==> src/rtl/key_seq_pkg.sv <==
package key_seq_pkg;
  localparam int KEY_W   = 2;
  localparam int SEQ_LEN = 4;
  localparam int STAGE_W = 3;

  typedef logic [KEY_W-1:0] key_t;

  localparam key_t KEY_REST = 2'b00;

  typedef enum logic [STAGE_W-1:0] {
    ST_IDLE   = 3'b000,
    ST_FIRST  = 3'b001,
    ST_SECOND = 3'b011,
    ST_THIRD  = 3'b010,
    ST_OPEN   = 3'b100
  } stage_e;

  // code expected at run position idx
  function automatic key_t seq_code(input int unsigned idx);
    case (idx)
      0:       seq_code = 2'b00;
      1, 2:    seq_code = 2'b01;
      3:       seq_code = 2'b10;
      default: seq_code = 2'b00;
    endcase
  endfunction
endpackage

==> src/rtl/key_seq_eqn_fsm.sv <==
module key_seq_eqn_fsm
  import key_seq_pkg::*;
(
  input  logic   clk_i,
  input  logic   rst_ni,
  input  key_t   key_i,
  output logic   open_o,
  output stage_e stage_o
);
  logic [STAGE_W-1:0] y_q, y_d;
  logic x1, x2, y1, y2, y3, bad;

  assign x1 = key_i[1];
  assign x2 = key_i[0];
  assign y1 = y_q[2];
  assign y2 = y_q[1];
  assign y3 = y_q[0];

  // 101/110/111 never reached; force idle
  assign bad = y1 & (y2 | y3);

  always_comb begin
    if (bad) begin
      y_d = '0;
    end else begin
      y_d[2] = x1 & ~x2 & y2 & ~y3;
      y_d[1] = ~x1 & x2 & y3;
      y_d[0] = (~x1 & ~x2) | (~x1 & ~y2 & y3);
    end
  end

  always_ff @(posedge clk_i or negedge rst_ni) begin
    if (!rst_ni) y_q <= '0;
    else         y_q <= y_d;
  end

  assign open_o  = y1;
  assign stage_o = stage_e'(y_q);
endmodule

==> src/rtl/key_seq_cnt_fsm.sv <==
module key_seq_cnt_fsm
  import key_seq_pkg::*;
(
  input  logic   clk_i,
  input  logic   rst_ni,
  input  key_t   key_i,
  output logic   open_o,
  output stage_e stage_o
);
  localparam int CNT_W = $clog2(SEQ_LEN + 1);
  localparam logic [CNT_W-1:0] CNT_OPEN = CNT_W'(SEQ_LEN);
  localparam logic [CNT_W-1:0] CNT_ONE  = CNT_W'(1);

  logic [CNT_W-1:0] cnt_q, cnt_d;
  logic hit, rest, in_run;

  assign in_run = cnt_q < CNT_OPEN;
  assign rest   = key_i == KEY_REST;
  assign hit    = in_run && (key_i == seq_code(32'(cnt_q)));

  always_comb begin
    if (cnt_q > CNT_OPEN) cnt_d = '0;
    else if (hit)         cnt_d = cnt_q + CNT_ONE;
    else if (rest)        cnt_d = CNT_ONE;
    else                  cnt_d = '0;
  end

  always_ff @(posedge clk_i or negedge rst_ni) begin
    if (!rst_ni) cnt_q <= '0;
    else         cnt_q <= cnt_d;
  end

  assign open_o = cnt_q == CNT_OPEN;

  always_comb begin
    case (cnt_q)
      CNT_W'(1): stage_o = ST_FIRST;
      CNT_W'(2): stage_o = ST_SECOND;
      CNT_W'(3): stage_o = ST_THIRD;
      CNT_OPEN:  stage_o = ST_OPEN;
      default:   stage_o = ST_IDLE;
    endcase
  end
endmodule

==> src/rtl/key_seq_lock.sv <==
module key_seq_lock
  import key_seq_pkg::*;
#(
  parameter bit USE_COUNTER = 1'b0
) (
  input  logic             clk_i,
  input  logic             rst_ni,
  input  logic [KEY_W-1:0] key_i,
  output logic             open_o
);
  stage_e lock_stage;

  generate
    if (USE_COUNTER) begin : g_cnt
      key_seq_cnt_fsm u_core (
        .clk_i   (clk_i),
        .rst_ni  (rst_ni),
        .key_i   (key_i),
        .open_o  (open_o),
        .stage_o (lock_stage)
      );
    end else begin : g_eqn
      key_seq_eqn_fsm u_core (
        .clk_i   (clk_i),
        .rst_ni  (rst_ni),
        .key_i   (key_i),
        .open_o  (open_o),
        .stage_o (lock_stage)
      );
    end
  endgenerate
endmodule

==> config.mk <==
export PLATFORM = sky130hd
export DESIGN_NAME = key_seq_lock
export DESIGN_NICKNAME = d
export VERILOG_FILES = /design/src/rtl/key_seq_pkg.sv /design/src/rtl/key_seq_eqn_fsm.sv /design/src/rtl/key_seq_cnt_fsm.sv /design/src/rtl/key_seq_lock.sv
export SDC_FILE = /design/constraint.sdc
export NUM_CORES = 1
export LEC_CHECK = 0
export BUFFER_PORTS_ARGS = -buffer_cell sky130_fd_sc_hd__buf_2
export CORE_AREA = 2 2 39 41
export CTS_CLUSTER_SIZE = 16
export DETAILED_ROUTE_END_ITERATION = 10
export DIE_AREA = 0 0 41 43
export GPL_ROUTABILITY_DRIVEN = 0
export GPL_TIMING_DRIVEN = 1
export PLACE_DENSITY_LB_ADDON = 0.15
export SLEW_MARGIN = 20
export SYNTH_ARGS = -nofsm -noshare
export SYNTH_HDL_FRONTEND = slang
export SYNTH_SLANG_ARGS = --single-unit
==> constraint.sdc <==
create_clock -name clk_i -period 1.2 [get_ports clk_i]
set_clock_uncertainty 0.15 [all_clocks]
set_input_delay 0.06 -clock clk_i [delete_from_list [all_inputs] [get_ports clk_i]]
set_output_delay 0.06 -clock clk_i [all_outputs]
set_load 0.01 [all_outputs]
### Word-level counts from Yosys, hierarchy flattened

Cells that the tools add are included.

* register bits after elaboration: 3
* input port bits: 4
* output and inout bits: 1
* logic and storage cells: 17

* muxes and demuxes: 1
* bitwise gates (word level): 15

Operators by type and width (number)
* $and A1 B1 Y1: 9
* $not A1 Y1: 4
* $mux W3: 1
* $or A1 B1 Y1: 2

### Depth between registers and ports, before layout

Gate-level depths: netlist of run 1.

* depth in word-level cells: 5
* mapped depth: 3
* gate-level depth less buffers: 3

### Worst setup path after synthesis of run 1

No wires, ideal clock.

* path kind: register to register
* start point: register g_eqn.u_core.y_q[1] (netlist: g_eqn.u_core.stage_o[1])
* end point: register g_eqn.u_core.y_q[0] (netlist: g_eqn.u_core.stage_o[0])
* setup time: 0.110 ns
* arrival time: 0.817 ns
* required time: 0.940 ns
* slack: 0.123 ns
* cell stages (with the launch flop): 4
* buffers on the path: 0
* clock period less this slack: 1.077 ns
* cells stage by stage: dfrtp_1 nand2b_1 a211o_1 o41ai_1

* word-level cells in the longest chain between the ends: 5
* elaborated cells on any way between the ends: 7
* classes of those cells: mux (1); bitwise (6)

RTL lines
* start, declared: line key_seq_eqn_fsm.sv:10 `logic [STAGE_W-1:0] y_q, y_d;`
* start signal, assigned: line key_seq_eqn_fsm.sv:34 `else y_q <= y_d;`
* $not A1 Y1: line key_seq_eqn_fsm.sv:28 `y_d[0] = (~x1 & ~x2) | (~x1 & ~y2 & y3);`
* $and A1 B1 Y1 (2 in series): line key_seq_eqn_fsm.sv:28
* $or A1 B1 Y1: line key_seq_eqn_fsm.sv:28
* $mux W3 *: line key_seq_eqn_fsm.sv:23 `if (bad) begin`
* net g_eqn.u_core.y_d[0]: line key_seq_eqn_fsm.sv:10

Mark *: on every way through the listed nets, which the timed path passes. The rest lies on a longest branch.

### Worst setup path after layout of run 1

Same ends and word-level chain as after synthesis.

==> metrics, run 1 <==
run status finished, final reports clean; Ant. Diodes 0; Synth Cell Area 117.6 um^2; largest net degree at the start of global routing 5; post-synth top area share 63.83%; IO buf count 4; vias in the first global route 126; number of vias per cell 3.051; Syn Nets 14; routed vias 119; drt first pass iters 2; CP Class flip-flop to flip-flop; Core ar. 1384 um^2; Synth Warn # 0; first-pass GRT wire length 503 um; maximum VDD drop 0.0003738 V; critical path cell sequence nand2b_1, a211o_1, o41ai_2; TritonCTS Buffers 3; Tot GR Track Use 5.237%; CTS clock-pin slew for the worst setup and hold paths 0.04 ns; Slew Viols, Final 0; Synth Flop Type dfrtp_1; ANT nets after route 0; Critical path buffers and inverters 0; Layout Nets 28; endpoints failing hold 0; Worst Hold Class flip-flop to flip-flop; leakage power total 0.1125 nW; mean cell area of the mapped netlist 11.76 um^2; clk sinks 3; worst slack, placed 0.04455 ns; Crit path max-delay family flip-flops; fraction of registers with async set/reset 100.0%; fin crit period 1.129 ns; initial antenna violation count 0; # H-tree levels 1; die height 43 um; register area share after synthesis 63.83%; WL final 304 um; clock buffer depth 2; fraction of layout cells with a size suffix above 1 39.13%; Yosys reg bits 3; required time of the critical path 1.17 ns; ranking of synthesized cells by area dfrtp_1, a211o_1, o41ai_1; count leader, synth dfrtp_1; Crit. End Element flip-flop; crit-path max cell delay 0.36 ns; area leader, netlist dfrtp_1; DRC viols 0; total die area 1763 um^2; RSZ-0062 raised after global routing no; number of synthesized flops with an enable pin 0; latest clock arrival within the worst-skew pair 0.24 ns; Rel. slew slack 82.31%; startpoint types flip-flop; design area 239.0 um^2; post-synthesis cell count 10; worst-path maximum fanout 2; Std-Cell Rows 14; critical path's slowest cell dfrtp_1; # IOs 5; WL/cell 7.795 um; total gr overflow 0; 1st-iter DRT viols 2; min setup slack post-route 0.07145 ns; Tightest Pin Transition 0.2624 ns; number of setup violations in the final report 0; top cells by count, synth dfrtp_1, nand2_1; max reg flops 3; Distinct cells, synth 7; Area Overhead vs Synth 103.2%; chip width 41 um; f_max 0.8861 GHz; CTS tree built; Initial Util 8.499%; area after detailed placement 157.7 um^2; CTS root buf clkbuf_4; Critical Path AT 1.10 ns; worst hold slack 0.3354 ns; MaxCap Viol Count 0; fin crit share 94.05%; setup_tns 0 ns; PwrDens 1384 nW/um^2
==> stage by stage <==
stage          std cells  util, %  power (mW)
2_1_floorplan         10        -      0.1229
3_3_place_gp          30    11.39      0.1334
3_5_place_dp          30    11.39      0.1354
4_1_cts               38    16.18      0.3349
5_1_grt               39    17.27      0.3648
6_report              39    17.27      0.3307
==> routing by layer <==
layer | up-vias | global-route usage, % | routed length [um]
li1 | 65 | - | -
met1 | 49 | 5.195 | 155
met2 | 5 | 4.688 | 116
met3 | 0 | 4.712 | 32
met4 | 0 | 8.000 | 0
met5 | - | 0 | 0
==> final timing paths <==
| check | start | endpoint | slack, ns | cells after the start |
|---|---|---|---|---|
| hold / removal | g_eqn.u_core.stage_o[2] | g_eqn.u_core.stage_o[2] | 0.34 | 1 |
| setup / recovery | g_eqn.u_core.stage_o[1] | g_eqn.u_core.stage_o[0] | 0.07 | 3 |
| min in group asynchronous | rst_ni | g_eqn.u_core.stage_o[2] | 0.54 | 3 |
| max in group asynchronous | rst_ni | g_eqn.u_core.stage_o[0] | 0.21 | 3 |
| hold reg to reg | g_eqn.u_core.stage_o[2] | g_eqn.u_core.stage_o[2] | 0.34 | 1 |
| setup reg to reg | g_eqn.u_core.stage_o[1] | g_eqn.u_core.stage_o[0] | 0.07 | 3 |
==> cell type report <==
type | count | area (um^2)
fillers | 157 | 1145
flip-flops and latches | 3 | 75.07
multi-input cells | 7 | 50.05
clock buffers | 4 | 26.28
repair buffers | 9 | 67.56
well taps | 16 | 20.02
==> report_power, final <==
part / switching, mW / internal [mW] / total [mW]
sequential: 0.00546 / 0.108 / 0.113
clock: 0.0564 / 0.125 / 0.181
combinational: 0.0140 / 0.0224 / 0.0364
total: 0.0758 / 0.255 / 0.331
==> repair_timing <==
item / 4_1_cts / 5_1_grt
resized for setup: 0 / 1
endpoints found under the hold margin: 6 / 0
setup buffers: 0 / 1
hold buffers: 4 / 0
endpoints found under the setup margin: 0 / 1
==> cells in the final DEF (no fill, tap or decap) <==
cell / netlist / layout
dlygate4sd3_1: 0 / 4
buf_2: 0 / 4
clkbuf_4: 0 / 3
dfrtp_1: 3 / 3
nand2_1: 2 / 2
nor3_1: 1 / 1
nand2b_1: 1 / 1
a211o_1: 1 / 1
o41ai_2: 0 / 1
nor4_1: 1 / 1
clkbuf_1: 0 / 1
buf_4: 0 / 1
==> kinds of logic after synthesis <==
logic type | after synthesis | synth area share [%]
AND/OR/NAND/NOR | 5 | 21.28
flip-flops | 3 | 63.83
AO/OA/AOI/OAI | 2 | 14.90
(Power assumes the default switching activity.)
==> run 2, diff against run 1 <==
PLACE_DENSITY = 0.3   (was not set)
PLACE_DENSITY_LB_ADDON = not set   (was 0.15)
==> metrics, run 2 (same netlist as run 1, synthesis figures left out) <==
run status finished, final reports clean; fin crit period 1.120 ns (-0.008409 ns); CTS tree built; crit-path max cell delay 0.36 ns (about the same); PwrDens 1404 nW/um^2 (+1.5%); # IOs 5 (unchanged); Post-Layout Cell Count 38 (-2.6%); most common cell after layout, fill and taps aside buf_2; Inst Count DP 30 (unchanged); fin crit share 93.35% (-0.70 points); Critical Path AT 1.09 ns (about the same); IO buf count 4 (unchanged); TritonCTS Buffers 3 (unchanged); initial antenna violation count 0 (unchanged); clock buffer depth 2 (unchanged); largest net degree at the start of global routing 5 (unchanged); clk sinks 3 (unchanged); Tightest Pin Transition 0.2483 ns (-0.01408 ns); leakage power total 0.1083 nW (-3.7%); area after detailed placement 157.7 um^2 (unchanged); chip width 41 um (unchanged); vias in the first global route 141 (+12%); Crit. End Element flip-flop; CTS clock-pin slew for the worst setup and hold paths 0.04 ns (about the same); Slew Viols, Final 0 (unchanged); startpoint types flip-flop; Critical path buffers and inverters 0 (unchanged); commonest non-fill, non-tap cells in the layout buf_2, clkbuf_4, dfrtp_1, dlygate4sd3_1, nand2_1; critical path cell sequence nand2b_1, a211o_1, o41ai_2; Crit path max-delay family flip-flops; Core Util, Final 16.55% (-0.72 points); Area Overhead vs Synth 94.68%; R2R Path Start g_eqn.u_core.stage_o[1]; Worst Hold Class input port to asynchronous set/reset pin; design area 229.0 um^2 (-4.2%); Rel. slew slack 83.26% (+0.95 points); WL final 325 um (+6.9%); DRC viols 0 (unchanged); number of vias per cell 3.395 (+11%); Layout Nets 27 (-3.6%); # H-tree levels 1 (unchanged); 1st-iter DRT viols 1 (-1); worst-path maximum fanout 2 (unchanged); die height 43 um (unchanged); CP Class flip-flop to flip-flop; CTS root buf clkbuf_4; Std-Cell Rows 14 (unchanged); required time of the critical path 1.17 ns (about the same); ANT nets after route 0 (unchanged); MaxCap Viol Count 0 (unchanged); Tot GR Track Use 5.030% (-0.21 points); total gr overflow 0 (unchanged); first-pass GRT wire length 489 um (-2.8%); Layout fillers 157 (unchanged); Core ar. 1384 um^2 (unchanged); maximum VDD drop 0.0003110 V (-17%); max reg flops 3 (unchanged); RSZ-0062 raised after global routing no; setup_tns 0 ns (unchanged); drt first pass iters 4 (+2); routed vias 129 (+8.4%); crit path from g_eqn.u_core.stage_o[1]; number of setup violations in the final report 0 (unchanged); critical path's slowest cell dfrtp_1; Initial Util 8.499% (unchanged); Ant. Diodes 0 (unchanged); WL/cell 8.553 um (+9.7%); f_max 0.8927 GHz (+0.75%); endpoints failing hold 0 (unchanged); latest clock arrival within the worst-skew pair 0.23 ns (about the same); fraction of layout cells with a size suffix above 1 40.91% (+1.8 points); total die area 1763 um^2 (unchanged); R2R setup slack 0.08 ns (about the same)
[run 2: cell types whose count changed in the layout (fill, tap and decap cells not counted), sizes merged]
cell	previous run	this run
dlygate4sd3	4	3
[run 2: final timing paths]
kind                                           end  depth (start not counted)
hold / removal             g_eqn.u_core.stage_o[2]                          2
setup reg to reg           g_eqn.u_core.stage_o[0]                          3
hold reg to reg            g_eqn.u_core.stage_o[2]                          1
max in group asynchronous  g_eqn.u_core.stage_o[0]                          2
setup / recovery           g_eqn.u_core.stage_o[0]                          3
min in group clk_i         g_eqn.u_core.stage_o[2]                          1
[run 2: repair_timing]
item,CTS,global route
hold buffers,3,0
buffers inserted,0,1
hold endpoints to repair,6,0
gates resized for setup,0,1
endpoints found under the setup margin,0,1
[run 2: worst register-to-register path: stages, from the launching register on]
cell      delay [ns]
dfrtp_1         0.36
nand2b_1        0.14
a211o_1         0.30
o41ai_2         0.06
[run 2: routing by layer]
metal / GRT usage (%) / vias to the layer above / wire length, um
li1: - / 63 / -
met1: 3.883 / 61 / 142
met2: 6.250 / 5 / 156
met3: 4.712 / 0 / 26
met4: 6.000 / 0 / 0
met5: 0 / - / 0
[run 2: power breakdown]
part | internal (mW) | total (mW) | switching (mW) | leakage, nW
sequential | 0.108 | 0.113 | 0.00557 | 0.0395
clock | 0.124 | 0.174 | 0.0493 | 0.0150
combinational | 0.0203 | 0.0345 | 0.0142 | 0.0539
[run 2: per-stage QoR]
stage / total power [mW] / setup slack (ns) / hold slack (ns)
finish: 0.3215 / 0.07986 / 0.02090
global placement: 0.1333 / 0.07892 / -0.2928
CTS: 0.3258 / 0.02649 / 0.005055
global route: 0.3494 / 0.02736 / 0.03364
detailed placement: 0.1355 / 0.05089 / -0.2893
floorplan: 0.1229 / 0.1227 / -0.3856
[run 2: layout make-up]
class	instances	area, um^2	share of cell area (%)
multi-input combinational	7	50.05	21.86
timing repair buffer	8	57.56	25.14
clock buffer	4	26.28	11.48
sequential	3	75.07	32.79
tap	16	20.02	8.743
